[src/rtl/irq_pkg.sv]
`timescale 1ns/1ps
// Shared definitions for the priority interrupt acceptance unit.
// Assumes a 16-bit status register with the mode bit and mask field
// at the positions below; both are decoded by neighbouring logic.
package irq_pkg;

    // Sequencer states: idle, entry stacking, vector read, return restore
    typedef enum logic [2:0] {
        ST_IDLE    = 3'd0,
        ST_PUSH_PC = 3'd1,
        ST_PUSH_SR = 3'd2,
        ST_VEC_RD  = 3'd3,
        ST_POP_SR  = 3'd4,
        ST_POP_PC  = 3'd5
    } seq_state_t;

    localparam int SR_SUPER_BIT = 13;   // supervisor/user mode
    localparam int SR_MASK_LSB  = 8;    // lowest bit of the priority mask
    localparam int SR_USER_BITS = 8;    // bits writable from user mode

endpackage

[src/rtl/irq_accept.sv]
`timescale 1ns/1ps
// Acceptance decision. Compares the offered level with the mask at an
// instruction boundary and treats the top level as non-maskable.
// Assumes the sequencer is idle when idle=1 and that a return start
// has priority over entry. NMI_EDGE=1 makes the top level
// edge-triggered with a pending flag; NMI_EDGE=0 makes it level-taken.
module irq_accept #(
    parameter int LVL_W    = 3,
    parameter bit NMI_EDGE = 1'b1
) (
    input  logic             clk,
    input  logic             rst_n,
    input  logic             boundary,
    input  logic             idle,
    input  logic             rte_start,
    input  logic [LVL_W-1:0] req_level,
    input  logic [LVL_W-1:0] mask,
    output logic             take,
    output logic [LVL_W-1:0] take_level
);

    localparam logic [LVL_W-1:0] TOP_LEVEL = {LVL_W{1'b1}};

    logic top_now;
    logic nmi_eff;
    logic start_ok;
    logic maskable_hit;

    assign top_now = (req_level == TOP_LEVEL);

    generate
        if (NMI_EDGE) begin : g_edge
            logic top_prev;
            logic nmi_pend;
            logic top_rise;

            assign top_rise = top_now & ~top_prev;
            assign nmi_eff  = nmi_pend | top_rise;

            // Remember whether the top level was offered last cycle
            always_ff @(posedge clk) begin
                if (!rst_n) top_prev <= 1'b0;
                else        top_prev <= top_now;
            end

            // Hold a top-level transition until it has been taken
            always_ff @(posedge clk) begin
                if (!rst_n) nmi_pend <= 1'b0;
                else        nmi_pend <= nmi_eff & ~take;
            end
        end else begin : g_level
            assign nmi_eff = top_now;
        end
    endgenerate

    // Entry may start only at a boundary, when idle, with no return pending
    assign start_ok     = boundary & idle & ~rte_start;
    // Lower levels must beat the mask strictly
    assign maskable_hit = ~top_now & (req_level > mask);

    assign take       = start_ok & (nmi_eff | maskable_hit);
    assign take_level = nmi_eff ? TOP_LEVEL : req_level;

endmodule

[src/rtl/irq_mem_mux.sv]
`timescale 1ns/1ps
// Memory port steering. Turns the sequencer state into request,
// direction, size, address and write data. Purely combinational;
// assumes the sequencer holds its state until the access is acknowledged.
module irq_mem_mux
    import irq_pkg::*;
#(
    parameter int AW   = 32,
    parameter int SR_W = 16
) (
    input  seq_state_t       state,
    input  logic [AW-1:0]    sp,
    input  logic [AW-1:0]    vaddr,
    input  logic [AW-1:0]    saved_pc,
    input  logic [SR_W-1:0]  sr,
    output logic             mem_req,
    output logic             mem_we,
    output logic             mem_long,
    output logic [AW-1:0]    mem_addr,
    output logic [AW-1:0]    mem_wdata
);

    localparam logic [AW-1:0] PC_BYTES = AW'(AW / 8);
    localparam logic [AW-1:0] SR_BYTES = AW'(SR_W / 8);

    // Decode access kind and address from the current state
    always_comb begin
        mem_req   = 1'b1;
        mem_we    = 1'b0;
        mem_long  = 1'b0;
        mem_addr  = sp;
        mem_wdata = '0;
        unique case (state)
            ST_PUSH_PC: begin
                mem_we    = 1'b1;
                mem_long  = 1'b1;
                mem_addr  = sp - PC_BYTES;
                mem_wdata = saved_pc;
            end
            ST_PUSH_SR: begin
                mem_we    = 1'b1;
                mem_addr  = sp - SR_BYTES;
                mem_wdata = {{(AW-SR_W){1'b0}}, sr};
            end
            ST_VEC_RD: begin
                mem_long  = 1'b1;
                mem_addr  = vaddr;
            end
            ST_POP_SR: begin
                mem_addr  = sp;
            end
            ST_POP_PC: begin
                mem_long  = 1'b1;
                mem_addr  = sp;
            end
            default: begin
                mem_req   = 1'b0;
            end
        endcase
    end

endmodule

[src/rtl/irq_stacker.sv]
`timescale 1ns/1ps
// Entry/return sequencer. Owns the status register and the supervisor
// stack pointer and walks the stacking, vector-read and restore steps,
// one memory access per state. Assumes mem_ack is a single-cycle
// completion for the access currently requested.
module irq_stacker
    import irq_pkg::*;
#(
    parameter int            AW        = 32,
    parameter int            LVL_W     = 3,
    parameter int            VEC_W     = 8,
    parameter int            SR_W      = 16,
    parameter logic [AW-1:0] STACK_TOP = 32'h0000_2000
) (
    input  logic             clk,
    input  logic             rst_n,
    input  logic             take,
    input  logic [LVL_W-1:0] take_level,
    input  logic [VEC_W-1:0] take_vector,
    input  logic [AW-1:0]    take_pc,
    input  logic             rte_start,
    input  logic             sr_wr_en,
    input  logic [SR_W-1:0]  sr_wr_data,
    input  logic             mem_ack,
    input  logic [AW-1:0]    mem_rdata,
    output seq_state_t       state,
    output logic             idle,
    output logic [AW-1:0]    sp,
    output logic [SR_W-1:0]  sr,
    output logic [AW-1:0]    vaddr,
    output logic [AW-1:0]    saved_pc,
    output logic             accept,
    output logic [LVL_W-1:0] accept_level,
    output logic             jump,
    output logic [AW-1:0]    jump_pc
);

    localparam logic [AW-1:0]   PC_BYTES = AW'(AW / 8);
    localparam logic [AW-1:0]   SR_BYTES = AW'(SR_W / 8);
    localparam logic [SR_W-1:0] SR_INIT  =
        SR_W'((1 << SR_SUPER_BIT) | (((1 << LVL_W) - 1) << SR_MASK_LSB));

    seq_state_t      state_q;
    logic [SR_W-1:0] sr_q;
    logic [AW-1:0]   sp_q;
    logic [LVL_W-1:0] lvl_q;
    logic [AW-1:0]   vaddr_q;
    logic [AW-1:0]   pc_q;
    logic            accept_q;
    logic            jump_q;
    logic [AW-1:0]   jump_pc_q;
    logic            in_super;

    assign in_super = sr_q[SR_SUPER_BIT];

    // Step through entry and return sequences, one access per state
    always_ff @(posedge clk) begin
        if (!rst_n) begin
            state_q <= ST_IDLE;
        end else begin
            unique case (state_q)
                ST_IDLE: begin
                    if (rte_start)  state_q <= ST_POP_SR;
                    else if (take)  state_q <= ST_PUSH_PC;
                end
                ST_PUSH_PC: if (mem_ack) state_q <= ST_PUSH_SR;
                ST_PUSH_SR: if (mem_ack) state_q <= ST_VEC_RD;
                ST_VEC_RD:  if (mem_ack) state_q <= ST_IDLE;
                ST_POP_SR:  if (mem_ack) state_q <= ST_POP_PC;
                ST_POP_PC:  if (mem_ack) state_q <= ST_IDLE;
                default:    state_q <= ST_IDLE;
            endcase
        end
    end

    // Capture level, vector address and return PC when a request is taken
    always_ff @(posedge clk) begin
        if (!rst_n) begin
            lvl_q   <= '0;
            vaddr_q <= '0;
            pc_q    <= '0;
        end else if (state_q == ST_IDLE && !rte_start && take) begin
            lvl_q   <= take_level;
            vaddr_q <= {{(AW-VEC_W-2){1'b0}}, take_vector, 2'b00};
            pc_q    <= take_pc;
        end
    end

    // Status register: software writes, entry update, return restore
    always_ff @(posedge clk) begin
        if (!rst_n) begin
            sr_q <= SR_INIT;
        end else if (state_q == ST_IDLE) begin
            if (sr_wr_en) begin
                if (in_super)
                    sr_q <= sr_wr_data;
                else
                    sr_q[SR_USER_BITS-1:0] <= sr_wr_data[SR_USER_BITS-1:0];
            end
        end else if (state_q == ST_PUSH_SR && mem_ack) begin
            sr_q[SR_SUPER_BIT]             <= 1'b1;
            sr_q[SR_MASK_LSB +: LVL_W]     <= lvl_q;
        end else if (state_q == ST_POP_SR && mem_ack) begin
            sr_q <= mem_rdata[SR_W-1:0];
        end
    end

    // Stack pointer: lowered on each push, raised on each pop
    always_ff @(posedge clk) begin
        if (!rst_n) begin
            sp_q <= STACK_TOP;
        end else if (mem_ack) begin
            unique case (state_q)
                ST_PUSH_PC: sp_q <= sp_q - PC_BYTES;
                ST_PUSH_SR: sp_q <= sp_q - SR_BYTES;
                ST_POP_SR:  sp_q <= sp_q + SR_BYTES;
                ST_POP_PC:  sp_q <= sp_q + PC_BYTES;
                default:    sp_q <= sp_q;
            endcase
        end
    end

    // One-cycle accept pulse in the first stacking cycle
    always_ff @(posedge clk) begin
        if (!rst_n) accept_q <= 1'b0;
        else        accept_q <= (state_q == ST_IDLE) && !rte_start && take;
    end

    // Jump pulse and target when the vector or return PC arrives
    always_ff @(posedge clk) begin
        if (!rst_n) begin
            jump_q    <= 1'b0;
            jump_pc_q <= '0;
        end else begin
            jump_q <= 1'b0;
            if (mem_ack && (state_q == ST_VEC_RD || state_q == ST_POP_PC)) begin
                jump_q    <= 1'b1;
                jump_pc_q <= mem_rdata;
            end
        end
    end

    assign state        = state_q;
    assign idle         = (state_q == ST_IDLE);
    assign sp           = sp_q;
    assign sr           = sr_q;
    assign vaddr        = vaddr_q;
    assign saved_pc     = pc_q;
    assign accept       = accept_q;
    assign accept_level = lvl_q;
    assign jump         = jump_q;
    assign jump_pc      = jump_pc_q;

endmodule

[src/rtl/prio_irq_unit.sv]
`timescale 1ns/1ps
// Top of the priority interrupt acceptance unit. Joins the acceptance
// decision, the entry/return sequencer and the memory port steering.
// Assumes a single stack (supervisor) and a memory port that answers
// each request with a one-cycle acknowledge.
module prio_irq_unit
    import irq_pkg::*;
#(
    parameter int            AW        = 32,
    parameter int            LVL_W     = 3,
    parameter int            VEC_W     = 8,
    parameter int            SR_W      = 16,
    parameter bit            NMI_EDGE  = 1'b1,
    parameter logic [AW-1:0] STACK_TOP = 32'h0000_2000
) (
    input  logic             clk,
    input  logic             rst_n,
    input  logic             boundary,
    input  logic [LVL_W-1:0] req_level,
    input  logic [VEC_W-1:0] req_vector,
    input  logic [AW-1:0]    cur_pc,
    input  logic             rte_start,
    input  logic             sr_wr_en,
    input  logic [SR_W-1:0]  sr_wr_data,
    output logic             mem_req,
    output logic             mem_we,
    output logic             mem_long,
    output logic [AW-1:0]    mem_addr,
    output logic [AW-1:0]    mem_wdata,
    input  logic             mem_ack,
    input  logic [AW-1:0]    mem_rdata,
    output logic             busy,
    output logic             accept,
    output logic [LVL_W-1:0] accept_level,
    output logic [AW-1:0]    vec_addr,
    output logic             jump,
    output logic [AW-1:0]    jump_pc,
    output logic [SR_W-1:0]  sr,
    output logic [AW-1:0]    sp
);

    seq_state_t       state_w;
    logic             idle_w;
    logic             take_w;
    logic [LVL_W-1:0] take_lvl_w;
    logic [AW-1:0]    sp_w;
    logic [SR_W-1:0]  sr_w;
    logic [AW-1:0]    vaddr_w;
    logic [AW-1:0]    pc_w;

    irq_accept #(
        .LVL_W    (LVL_W),
        .NMI_EDGE (NMI_EDGE)
    ) u_accept (
        .clk        (clk),
        .rst_n      (rst_n),
        .boundary   (boundary),
        .idle       (idle_w),
        .rte_start  (rte_start),
        .req_level  (req_level),
        .mask       (sr_w[SR_MASK_LSB +: LVL_W]),
        .take       (take_w),
        .take_level (take_lvl_w)
    );

    irq_stacker #(
        .AW        (AW),
        .LVL_W     (LVL_W),
        .VEC_W     (VEC_W),
        .SR_W      (SR_W),
        .STACK_TOP (STACK_TOP)
    ) u_stacker (
        .clk          (clk),
        .rst_n        (rst_n),
        .take         (take_w),
        .take_level   (take_lvl_w),
        .take_vector  (req_vector),
        .take_pc      (cur_pc),
        .rte_start    (rte_start),
        .sr_wr_en     (sr_wr_en),
        .sr_wr_data   (sr_wr_data),
        .mem_ack      (mem_ack),
        .mem_rdata    (mem_rdata),
        .state        (state_w),
        .idle         (idle_w),
        .sp           (sp_w),
        .sr           (sr_w),
        .vaddr        (vaddr_w),
        .saved_pc     (pc_w),
        .accept       (accept),
        .accept_level (accept_level),
        .jump         (jump),
        .jump_pc      (jump_pc)
    );

    irq_mem_mux #(
        .AW   (AW),
        .SR_W (SR_W)
    ) u_mux (
        .state     (state_w),
        .sp        (sp_w),
        .vaddr     (vaddr_w),
        .saved_pc  (pc_w),
        .sr        (sr_w),
        .mem_req   (mem_req),
        .mem_we    (mem_we),
        .mem_long  (mem_long),
        .mem_addr  (mem_addr),
        .mem_wdata (mem_wdata)
    );

    assign busy     = ~idle_w;
    assign vec_addr = vaddr_w;
    assign sr       = sr_w;
    assign sp       = sp_w;

endmodule

[config.mk]
export PLATFORM = sky130hd
export DESIGN_NAME = prio_irq_unit
export DESIGN_NICKNAME = d
export VERILOG_FILES = /design/src/rtl/irq_pkg.sv /design/src/rtl/irq_accept.sv /design/src/rtl/irq_mem_mux.sv /design/src/rtl/irq_stacker.sv /design/src/rtl/prio_irq_unit.sv
export SDC_FILE = /design/constraint.sdc
export NUM_CORES = 1
export LEC_CHECK = 0
export CAP_MARGIN = 30
export CORE_MARGIN = 5
export CORE_UTILIZATION = 40
export DETAILED_ROUTE_END_ITERATION = 16
export DONT_BUFFER_PORTS = 1
export SLEW_MARGIN = 20
export SYNTH_ARGS = -nofsm -noshare
export SYNTH_HDL_FRONTEND = slang
export SYNTH_HIERARCHICAL = 1
export SYNTH_SLANG_ARGS = --single-unit
[constraint.sdc]
create_clock -name clk -period 6.9 [get_ports clk]
set_input_delay 1.725 -clock clk [delete_from_list [all_inputs] [get_ports clk]]
set_output_delay 1.725 -clock clk [all_outputs]
set_load 0.01 [all_outputs]
Word level (Yosys, flattened, before mapping):

Index checks and enable logic that the tools add are counted.

* output and inout port bits: 185
* bits in registers: 130
* input port bits: 97

* $add $sub $neg: 4
* order comparisons: 1
* mux-type cells: 24
* reduce and logical (&&, ||, !) cells: 21
* eq/ne operators: 14
* bitwise operators: 13

Operators by type and width (count)
* 32-bit one-hot mux with 4 select lines: 1
* 32-bit one-hot mux with 3 select lines: 1
* 32-bit one-hot mux with 2 select lines: 1
* 16-bit two-way mux: 3
* 32-bit by 2-bit adder with 32-bit output (second input constant): 1
* 32-bit by 3-bit adder with 32-bit output (second input constant): 1
* 32-bit by 2-bit subtractor with 32-bit output (second input constant): 1
* 32-bit by 3-bit subtractor with 32-bit output (second input constant): 1
* 3-bit two-way mux: 8
* 8-bit two-way mux: 2
* 3-bit one-hot mux with 5 select lines: 1
* 2-bit != test (second input constant): 5
* 3-bit == test (second input constant): 3
* 1-bit AND: 6
* 3-bit by 2-bit == test with 1-bit output (second input constant): 2
* 3-bit AND reduction: 2
* 1-bit logical AND: 5
* 1-bit two-way mux: 5
* 1-bit inverter: 5
* 5-bit AND reduction: 1
* 5-bit OR reduction: 1
* 2-bit two-way mux: 2
* 2-bit by 1-bit != test with 1-bit output (second input constant): 2
* 2-bit AND reduction: 2
* 13 further kinds: 15

Logic depth before layout (Yosys ltp):

Gate-level depths: netlist of the first run.

* depth after elaboration: 8
* mapped depth: 14
* mapped depth without buffers: 13

Hierarchy:

The synthesis of the first run kept the hierarchy.

By module, submodules not included
* irq_stacker: cells each 1122, area each 8353.0 um^2, seq. area each 2542.4 um^2, instances 1
* irq_mem_mux: cells each 309, area each 1973.1 um^2, seq. area each 0.0 um^2, instances 1
* irq_accept: cells each 25, area each 176.4 um^2, seq. area each 40.0 um^2, instances 1
* prio_irq_unit: cells each 1, area each 3.8 um^2, seq. area each 0.0 um^2, instances 1

Least setup slack after synthesis of the first run:

Ideal clock, no wire load.

* kind: register to output
* from: register u_stacker.sp_q[13], in the netlist u_stacker/sp[13]
* to: output mem_addr[31]
* slack: 2.920 ns
* cell stages (with the launch flop): 7
* arrival time: 2.255 ns
* cell sequence: dfxtp_1 or4_1 buf_2 nand2b_4 or4_4 xnor2_2 a221o_1

* longest elaborated chain between the ends: 2
* elaborated cells on any way between the ends: 3
* those cells by class: add/sub (2); mux (1)

RTL lines
* from (decl): line irq_stacker.sv:45 `logic [AW-1:0] sp_q;`
* from (signal assigned): line irq_stacker.sv:114 `ST_PUSH_PC: sp_q <= sp_q - PC_BYTES;`
* from (signal assigned): line irq_stacker.sv:115 `ST_PUSH_SR: sp_q <= sp_q - SR_BYTES;`
* from (signal assigned): line irq_stacker.sv:116 `ST_POP_SR: sp_q <= sp_q + SR_BYTES;`
* 32-bit by 2-bit subtractor with 32-bit output / 32-bit by 3-bit subtractor with 32-bit output (equally long branches): line irq_mem_mux.sv:42, irq_mem_mux.sv:37
* 32-bit one-hot mux with 3 select lines (*): line irq_mem_mux.sv:33 `unique case (state)`
* to (decl): line prio_irq_unit.sv:28 `output logic [AW-1:0] mem_addr,`

Every way passes the cells marked *; elsewhere a longest branch is shown, timed or not.

Worst setup path in the final report of the first run:

* from: register u_stacker.sp_q[22], in the netlist u_stacker/sp[22]
* to: output mem_addr[31]

Same word-level chain as after synthesis.

==> results of run 1 <==
==> tightest hold or removal path: cells and delay by family (launching register included) <==
kind | cells | cell delay [ns]
flip-flops | 1 | 0.31
AND/OR/NAND/NOR | 1 | 0.05
AO/OA/AOI/OAI | 1 | 0.05
==> layout make-up <==
| class | count | area (µm²) |
|---|---|---|
| Clock buffer | 18 | 429 |
| Multi-Input combinational cell | 1196 | 7330 |
| Tap cell | 335 | 419 |
| Clock inverter | 14 | 166 |
| Sequential cell | 129 | 2580 |
| Antenna cell | 2 | 5.00 |
| Inverter | 38 | 143 |
| Fill cell | 2738 | 14700 |
| Timing Repair Buffer | 20 | 170 |
==> registers in the layout, summed over array words and instances (netlist names), 3 cells and up <==
register / flops
u_stacker/vaddr: 8
u_stacker/jump_pc: 32
u_stacker/accept_level: 3
u_stacker/sp: 31
u_stacker/sr: 16
u_stacker/saved_pc: 32
u_stacker/state: 3
==> cells by family (layout without fill, tap and decap cells) <==
logic type / after synthesis / after routing / synth area share (%)
buf+inv: 156 / 90 / 6.67
mux: 13 / 13 / 1.26
xor+xnor: 47 / 47 / 3.99
flops: 129 / 129 / 24.6
compound gates: 474 / 474 / 29.3
simple gates: 571 / 571 / 26.1
other cells: 1 / 27 / 0.0357
fa+ha+maj: 66 / 66 / 8.00
==> stage by stage <==
step                total power [W]  hold WS, ns  instance area (µm²)
floorplan                   0.00291        0.432                10600
finish                      0.00451        0.450                11200
detailed placement          0.00352        0.442                10600
global route                0.00482        0.462                11200
global placement            0.00349        0.437                10600
CTS                         0.00448        0.452                11200
==> synth_stat cells (all sizes together) (6+ instances only) <==
library cell	count
a211oi	21
a21o	25
a21oi	170
a221o	7
a221oi	7
a22o	21
a22oi	6
a311oi	14
a31oi	27
and2	17
and3	11
buf	39
clkbuf	79
dfxtp	129
ha	64
inv	37
mux2i	11
nand2	258
nand2b	11
nand3	36
nand3b	7
nand4	18
nor2	107
nor2b	6
nor3	31
nor4	18
o211ai	14
o21a	13
o21ai	80
o21bai	8
o22ai	7
or2	9
or3	9
or4	10
xnor2	36
xor2	11
==> worst paths after layout <==
path | from | endpoint | slack, ns | cells after the start
worst min register to register | u_stacker/saved_pc[28] | u_stacker/saved_pc[28] | 0.45 | 2
worst max register to register | u_stacker/state[0] | u_stacker/sp[28] | 2.29 | 11
worst max-delay path | u_stacker/sp[22] | mem_addr[31] | 1.77 | 5
worst min-delay path | u_stacker/saved_pc[28] | u_stacker/saved_pc[28] | 0.45 | 2
==> cells in the final DEF, fill, tap and decap left out, types with 8 or more instances in the layout <==
cell type  count
nand2_1      258
a21oi_1      170
dfxtp_1      129
nor2_1       105
o21ai_0       75
ha_1          64
inv_1         36
nand3_1       35
xnor2_1       35
nor3_1        30
a31oi_1       27
a21o_1        25
conb_1        25
a22o_1        21
a211oi_1      20
buf_4         19
nand4_1       18
clkbuf_16     17
and2_1        17
o211ai_1      14
a311oi_1      14
nor4_1        12
o21a_1        12
and3_1        11
xor2_1        11
mux2i_1       11
nand2b_1      10
or2_2          8
or4_1          8
o21bai_1       8
==> power by group through the flow <==
stage                     clock network, W  registers (W)  logic (W)
after global routing               0.00100        0.00108    0.00274
after CTS                         0.000965        0.00106    0.00245
final                             0.000944        0.00106    0.00250
after global placement                   0        0.00108    0.00241
after detailed placement                 0        0.00108    0.00244
after floorplan                          0       0.000963    0.00195
==> routing by layer <==
metal	part of all wire (%)	GRT usage, %	wire length (µm)
met5	0	0	0
met2	48	42.3	18800
met1	40	30.3	15700
met3	9.5	7.57	3720
met4	2.9	8.82	1150
==> impl_metrics.py, run 1 <==
metrics = {
    "synth": {
        "syn_area_um2": 10500,
        "yosys_warnings": 6,
        "yosysTopAreaCell": "dfxtp_1",
        "ys_async_sr_fraction_pct": 0,
        "synth_cell_types": 90,
        "synthTopCellsByArea": "dfxtp_1 (25%), nand2_1 (9.2%), a21oi_1 (8.1%), ha_1 (7.6%), nor2_1 (3.8%)",
        "synth_edf_count": 0,
        "synth.top_cell.area_share_pct": 24.6,
        "synth_cells": 1457,
        "ys_ff_latch": 129,
        "ys.flop_type": "dfxtp_1",
        "yosysSeqAreaShare_pct": 24.6,
        "syn_avg_cell_area_um2": 7.21,
    },
    "route": {
        "ant_nets": 0,
        "viasPerCell": 6.16,
        "finalWirelength_um": 39300,
        "routedWlPerCell_um": 22.4,
        "drtIter0Drc": 891,
        "first_pass_iters": 6,
        "vias": 10800,
        "drc_errors": 0,
    },
    "sta": {
        "fin_worst_skew_ns": 0.0165,
        "setup-violations-final": 0,
        "layout_min_cycle_time_ns": 5.13,
        "maxSlewViolCount": 0,
        "max-slew-margin-rel_pct": 33.3,
        "finalHoldViolations": 0,
        "rsz0062_at_grt": "false",
        "setup_slack_ns": 1.77,
        "worst_pin_slew_ns": 0.992,
        "fin_crit_sh_pct": 74.4,
        "setup_tns_ns": 0,
        "clock.fmax_mhz": 195,
    },
    "floorplan": {
        "rows": 59,
        "die_h_um": 172,
        "core-area_um2": 26000,
        "start_util_pct": 40.4,
        "dieArea_um2": 29600,
        "die_x_um": 172,
        "ios": 282,
    },
    "clock_tree": {
        "clk_latency_ns": 0.42,
        "cts_hold_buf": 0,
        "numCtsBuffers": 17,
        "cts-root-buf": "clkbuf_16",
        "clock_sinks": 129,
        "cts.clk_slew.worst_paths_ns": 0.08,
        "h-tree-depth": 4,
        "post_cts_buffers": 0,
        "cts.repair.resized": 0,
        "clock_path_buffers": 2,
        "cts_tree": "built",
    },
    "placed_design": {
        "placed_cells": 1718,
        "pre_cts_ws_ns": 2.25,
        "place_congestion": 0.928,
        "io_buffers": 0,
        "post-dp-hpwl_um": 29500,
    },
    "setup_path": {
        "crit_chain": "nor4_1 > nand4_1 > or4_4 > xnor2_2 > a221o_1",
        "slowest_stage": "nor4_1",
        "cp_top_family": "simple AND/OR/NAND/NOR gates",
        "cp.buffers_inverters": 0,
        "cp-end-kind": "primary output",
        "cp_max_fo": 10,
        "critical_path_class": "flop to primary output",
        "startpoint_type": "flop",
        "critPathMaxStageDelay_ns": 0.91,
        "cp.required_ns": 5.18,
        "cp.arrival_ns": 3.41,
    },
    "pwr": {
        "power_frac_seq_pct": 23.5,
        "switching_share_pct": 48.2,
        "power_density_nw_per_um2": 401,
        "ir_drop_mv": 0.190,
        "p_sw_w": 0.00217,
        "power_frac_clock_pct": 20.9,
        "combPwrFrac_pct": 55.5,
        "p_int_w": 0.00234,
        "power.leakage_nw": 4.38,
    },
    "job": {
        "max_cap_viol_count": 0,
    },
    "global_routing": {
        "grt_pass1_wl_um": 58800,
        "antenna_found_initial": 1,
        "track_usage_pct": 25.1,
        "grt_pass1_vias": 10200,
        "grt_max_degree": 67,
        "grt-ovfl-total": 0,
    },
    "cells_and_area": {
        "final_nets": 1565,
        "fin_util_pct": 43.3,
        "post_layout_nonfiller_instances": 1752,
        "area_growth_pct": 7.04,
        "drive_gt1_share_pct": 6.71,
    },
    "outcome": {
        "status": "complete, no violations",
    },
    "worst_hold_path": {
        "min_path_type": "flop to flop",
    },
}
Note: power is estimated with default switching activity, not from simulation.
==> run 2: changes to the inputs <==
--- a/config.mk
+++ b/config.mk
@@ -5,6 +5,7 @@
 export SDC_FILE = /design/constraint.sdc
 export NUM_CORES = 1
 export LEC_CHECK = 0
+export ABC_AREA = 1
 export CAP_MARGIN = 30
 export CORE_MARGIN = 5
 export CORE_UTILIZATION = 40
==> constraint.sdc (replaced) <==
create_clock -name clk -period 5.1 [get_ports clk]
set_input_delay 1.275 -clock clk [delete_from_list [all_inputs] [get_ports clk]]
set_output_delay 1.275 -clock clk [all_outputs]
set_load 0.01 [all_outputs]
==> run 2 against run 1 <==
Compared with the run above:
- worst hold slack improved by 0.016 ns
- global-route usage increased by 0.48 points
- critical path depth increased by 4
- largest cell class unchanged
- core utilization increased by 0.072 points
- sequential share of layout area decreased by 2.9 points
- worst setup slack got worse by 0.48 ns
- register-to-register slack got worse by 0.84 ns
- area after synthesis increased by 15%
- final cell count increased by 43%
- clock skew about the same
- count of clock-buffer cells in the layout unchanged
- highest routed layer unchanged
- non-clock buffer count decreased by 10
- critical path type unchanged
==> impl_metrics.py, run 2 <==
metrics = {
    "clock_tree": {
        "post_cts_buffers": 0,
        "h-tree-depth": 4,
        "clock_path_buffers": 2,
        "clk_latency_ns": 0.43,
        "cts_hold_buf": 0,
        "cts-root-buf": "clkbuf_16",
        "cts.repair.resized": 0,
        "numCtsBuffers": 17,
        "cts_tree": "built",
        "clock_sinks": 129,
        "cts.clk_slew.worst_paths_ns": 0.06,
    },
    "sta": {
        "maxSlewViolCount": 0,
        "fin_worst_skew_ns": 0.0162,
        "clock.fmax_mhz": 262,
        "finalHoldViolations": 0,
        "layout_min_cycle_time_ns": 3.81,
        "setup_tns_ns": 0,
        "fin_crit_sh_pct": 74.7,
        "max-slew-margin-rel_pct": 38.8,
        "worst_pin_slew_ns": 0.917,
        "rsz0062_at_grt": "false",
        "setup-violations-final": 0,
    },
    "floorplan": {
        "core-area_um2": 29700,
        "rows": 63,
        "ios": 282,
        "die_x_um": 184,
        "start_util_pct": 40.5,
        "dieArea_um2": 33700,
        "die_h_um": 184,
    },
    "setup_path": {
        "slowest_stage": "dfxtp_1",
        "critical_path_class": "flop to primary output",
        "cp_top_family": "simple AND/OR/NAND/NOR gates",
        "startpoint_type": "flop",
        "regToRegSetupSlack_ns": 1.45,
        "cp_max_fo": 6,
        "critPathMaxStageDelay_ns": 0.43,
        "cp.buffers_inverters": 1,
        "crit_chain": "inv_1 > ha_1 > nand2_2 > nor2_2 > nand2_1 > nor2_2 > nand3_1 > nand3_1 > nand4_1",
        "worstRegToRegCells": 12,
        "critical_path_depth": 9,
        "cp.required_ns": 3.83,
        "cp.arrival_ns": 2.54,
        "cp-end-kind": "primary output",
    },
    "synth": {
        "synth_cells": 2136,
        "yosysSeqAreaShare_pct": 21.4,
        "yosysMostFrequentCell": "nand2_1",
        "synth.top_cell.area_share_pct": 21.4,
        "synthTopCellsByCount": "nand2_1 (637), inv_1 (332), nor2_1 (251)",
        "ys.flop_type": "dfxtp_1",
        "syn_area_um2": 12000,
        "ys_async_sr_fraction_pct": 0,
        "syn_avg_cell_area_um2": 5.64,
        "yosys_warnings": 6,
        "yosysTopAreaCell": "dfxtp_1",
        "ys_ff_latch": 129,
        "synth_cell_types": 53,
        "synth_edf_count": 0,
        "synthTopCellsByArea": "dfxtp_1 (21%), nand2_1 (20%), inv_1 (10%), nand3_1 (8.9%), nor2_1 (7.8%)",
    },
    "cells_and_area": {
        "drive_gt1_share_pct": 4.35,
        "most-common-layout-cells": "nand2_1 (637), inv_1 (332), nor2_1 (250), nand3_1 (214), dfxtp_1 (129)",
        "final_common_cell": "nand2_1",
        "area_growth_pct": 6.98,
        "fin_util_pct": 43.3,
        "final_nets": 2265,
    },
    "route": {
        "first_pass_iters": 6,
        "drtIter0Drc": 1134,
        "ant_nets": 0,
        "viasPerCell": 5.32,
        "vias": 13400,
        "finalWirelength_um": 44600,
        "drc_errors": 0,
        "routedWlPerCell_um": 17.8,
    },
    "global_routing": {
        "grt_pass1_vias": 12800,
        "grt_pass1_wl_um": 68800,
        "grt_max_degree": 85,
        "grt-ovfl-total": 0,
        "antenna_found_initial": 5,
        "track_usage_pct": 25.6,
    },
    "placed_design": {
        "place_congestion": 0.962,
        "io_buffers": 0,
        "post-dp-hpwl_um": 35100,
    },
    "job": {
        "max_cap_viol_count": 0,
    },
    "outcome": {
        "status": "complete, no violations",
    },
    "worst_hold_path": {
        "min_path_type": "flop to flop",
        "holdPathStages": 2,
    },
}
-- run 2: cell count changes after synthesis, moves of 42 or more --
cell | before | now
inv_1 | 36 | 332
o21ai_0 | 75 | 117
nor2_1 | 107 | 251
nand3_1 | 35 | 214
clkbuf_1 | 79 | 34
nand2_1 | 258 | 637
a21oi_1 | 170 | 113
-- run 2: logic make-up (layout without fill, tap and decap cells) --
family	count (synthesis)	after routing	share of synthesized area [%]
flops	129	129	21.4
buf+inv	433	388	14.7
simple gates	1185	1185	41.5
fa+ha+maj	66	66	6.98
compound gates	314	314	14.8
other cells	1	30	0.0311
xor+xnor	8	8	0.582
-- run 2: metrics by stage --
step | cells | area [µm²] | hold WS, ns | worst slack, ns
6_report | 2510 | 12900 | 0.466 | 1.29
5_1_grt | 2510 | 12900 | 0.479 | 1.03
4_1_cts | 2504 | 12900 | 0.465 | 1.26
3_5_place_dp | 2472 | 12300 | 0.456 | 1.37
3_3_place_gp | 2470 | 12200 | 0.447 | 1.12
2_1_floorplan | 2160 | 12100 | 0.440 | 2.20
-- run 2: layout make-up --
| class | instances | area, µm² |
|---|---|---|
| Tap cell | 390 | 488 |
| Inverter | 346 | 1300 |
| Multi-Input combinational cell | 1598 | 7790 |
| Clock inverter | 14 | 165 |
| Sequential cell | 129 | 2580 |
| Timing Repair Buffer | 10 | 97.6 |
| Fill cell | 3244 | 16800 |
| Clock buffer | 18 | 439 |
| Antenna cell | 5 | 12.5 |
-- run 2: worst paths after layout --
path,start,endpoint
max reg2reg,u_stacker/state[1],u_stacker/accept_level[2]
min,u_stacker/saved_pc[16],u_stacker/saved_pc[16]
min reg2reg,u_stacker/saved_pc[16],u_stacker/saved_pc[16]
max,u_stacker/sp[2],mem_addr[20]
-- run 2: metal layers --
| layer | global-route usage (%) | share of wire (%) | vias up |
|---|---|---|---|
| li1 | - | - | 6713 |
| met1 | 30.1 | 40 | 6051 |
| met2 | 43.8 | 48 | 503 |
| met3 | 6.51 | 8.3 | 86 |
| met4 | 11.3 | 3.9 | 0 |
| met5 | 0 | 0 | - |
-- run 2: tightest hold or removal path: stages (launching register included) --
cell and delay, ns:
dfxtp_1 0.31, nand2_1 0.06, a21oi_1 0.05
Power of run 2 is left out: the tool's default activity adds up to more than one toggle a clock period on the data nets, which glitch-free logic cannot reach.
==> run 3: changes to the inputs <==
==> constraint.sdc (replaced) <==
create_clock -name clk -period 3.54 [get_ports clk]
set_input_delay 0.885 -clock clk [delete_from_list [all_inputs] [get_ports clk]]
set_output_delay 0.885 -clock clk [all_outputs]
set_load 0.01 [all_outputs]
==> run 3 against run 2 <==
Compared with the run above:
- register-to-register slack worse by 1.0 ns
- clock skew is 0.0032 ns lower
- final cell count increased by 0.40%
- global-route usage is 0.22 points higher
- worst hold slack got worse by 0.0041 ns
- sequential share of layout area shrank 0.13 points
- design area increased by 0.66%
- first-iteration DRC count is 1.3% lower
- worst setup slack got worse by 1.1 ns
- core utilization grew 0.29 points
- via count about the same
- die area unchanged
- highest routed layer unchanged
==> impl_metrics.py, run 3 (synthesized netlist as in run 2, its figures left out) <==
metrics = {
    "outcome": {
        "status": "complete, no violations",
    },
    "setup_path": {
        "timing.rr.start": "u_stacker/state[2]",
        "startpoint_type": "flop",
        "cp_max_fo": 7,
        "startpoint": "u_stacker/sp[2]",
        "crit_end": "mem_addr[29]",
        "worstRegToRegCells": 14,
        "cp-end-kind": "primary output",
        "cp.required_ns": 2.65,
        "cp.arrival_ns": 2.42,
        "reg2reg_to": "u_stacker/sp[30]",
        "critical_path_class": "flop to primary output",
        "regToRegSetupSlack_ns": 0.44,
    },
    "placed_design": {
        "post-dp-hpwl_um": 35600,
        "io_buffers": 0,
        "dpl_cell_area_um2": 12300,
        "place_congestion": 0.975,
    },
    "route": {
        "routedWlPerCell_um": 17.8,
        "viasPerCell": 5.30,
        "drtIter0Drc": 1119,
        "first_pass_iters": 5,
        "drc_errors": 0,
        "ant_nets": 0,
        "vias": 13400,
        "finalWirelength_um": 44700,
    },
    "clock_tree": {
        "clock_path_buffers": 2,
        "cts_tree": "built",
        "numCtsBuffers": 17,
        "post_cts_buffers": 0,
        "clk_latency_ns": 0.42,
        "clock_sinks": 129,
        "cts.clk_slew.worst_paths_ns": 0.06,
        "h-tree-depth": 4,
        "cts-root-buf": "clkbuf_16",
    },
    "cells_and_area": {
        "area_growth_pct": 7.69,
        "design_area_um2": 13000,
        "nFillCells": 3225,
        "most-common-layout-cells": "nand2_1 (636), inv_1 (332), nor2_1 (249), nand3_1 (214), dfxtp_1 (129)",
        "drive_gt1_share_pct": 5.08,
        "final_common_cell": "nand2_1",
        "final_nets": 2278,
    },
    "global_routing": {
        "track_usage_pct": 25.8,
        "grt_pass1_vias": 12600,
        "grt_pass1_wl_um": 69500,
        "antenna_found_initial": 2,
        "grt_max_degree": 85,
        "grt-ovfl-total": 0,
    },
    "sta": {
        "setup_tns_ns": 0,
        "rsz0062_at_grt": "false",
        "setup-violations-final": 0,
        "clock.fmax_mhz": 303,
        "worst_pin_slew_ns": 0.875,
        "whs_ns": 0.462,
        "max-slew-margin-rel_pct": 41.0,
        "layout_min_cycle_time_ns": 3.30,
        "maxSlewViolCount": 0,
        "fin_crit_sh_pct": 93.3,
        "finalHoldViolations": 0,
        "fin_worst_skew_ns": 0.0130,
    },
    "floorplan": {
        "die_h_um": 184,
        "ios": 282,
        "dieArea_um2": 33700,
        "core-area_um2": 29700,
        "rows": 63,
        "die_x_um": 184,
        "start_util_pct": 40.5,
    },
    "worst_hold_path": {
        "min_path_type": "flop to flop",
    },
    "job": {
        "max_cap_viol_count": 0,
    },
}
==> run 3: repair_timing <==
action,4_1_cts,5_1_grt
hold buffers,0,0
endpoints found under the setup margin,0,5
resized for setup,0,3
endpoints found under the hold margin,0,0
==> run 3: final cells by class <==
cell class / instances / area [µm²] / share of cell area, %
Clock buffer: 18 / 439 / 3.39
Inverter: 346 / 1300 / 10.1
Sequential cell: 129 / 2580 / 19.9
Clock inverter: 14 / 168 / 1.29
Timing Repair Buffer: 23 / 180 / 1.39
Multi-Input combinational cell: 1598 / 7800 / 60.2
Tap cell: 390 / 488 / 3.76
Antenna cell: 2 / 5.00 / 0.0386
==> run 3: worst min-delay path by stage <==
stage / from / to / slack (ns) / cells past startpoint
after floorplan: u_stacker/saved_pc[22] / u_stacker/saved_pc[22] / 0.44 / 2
after global placement: u_stacker/saved_pc[14] / u_stacker/saved_pc[14] / 0.45 / 2
after detailed placement: u_stacker/saved_pc[17] / u_stacker/saved_pc[17] / 0.45 / 2
after CTS: u_stacker/saved_pc[17] / u_stacker/saved_pc[17] / 0.46 / 2
after global routing: u_stacker/saved_pc[1] / u_stacker/saved_pc[1] / 0.47 / 2
final: u_stacker/saved_pc[5] / u_stacker/saved_pc[5] / 0.46 / 2
==> run 3: metal layers <==
layer / track usage, % / share of wire [%] / vias up
met3: 6.61 / 8.8 / 92
met4: 11.9 / 4.8 / 0
met5: 0 / 0 / -
met2: 44.1 / 48 / 524
li1: - / - / 6719
met1: 30.2 / 38 / 6016
==> run 3: metrics by stage <==
step / std cells / utilization, % / worst slack [ns]
after floorplan: 2160 / - / 0.638
after detailed placement: 2485 / 41.5 / 0.381
after CTS: 2517 / 43.5 / 0.124
after global placement: 2485 / 41.5 / 0.483
after global routing: 2520 / 43.6 / 0.00649
final: 2520 / 43.6 / 0.237
==> run 3: critical path: stages, from the launching register on <==
cell     delay, ns
dfxtp_1       0.45
inv_1         0.20
ha_1          0.25
nand3_2       0.20
nor2_1        0.44
nand4_1       0.16
nand3_1       0.12
nand4_1       0.18
Power of run 3 is left out for the same reason.
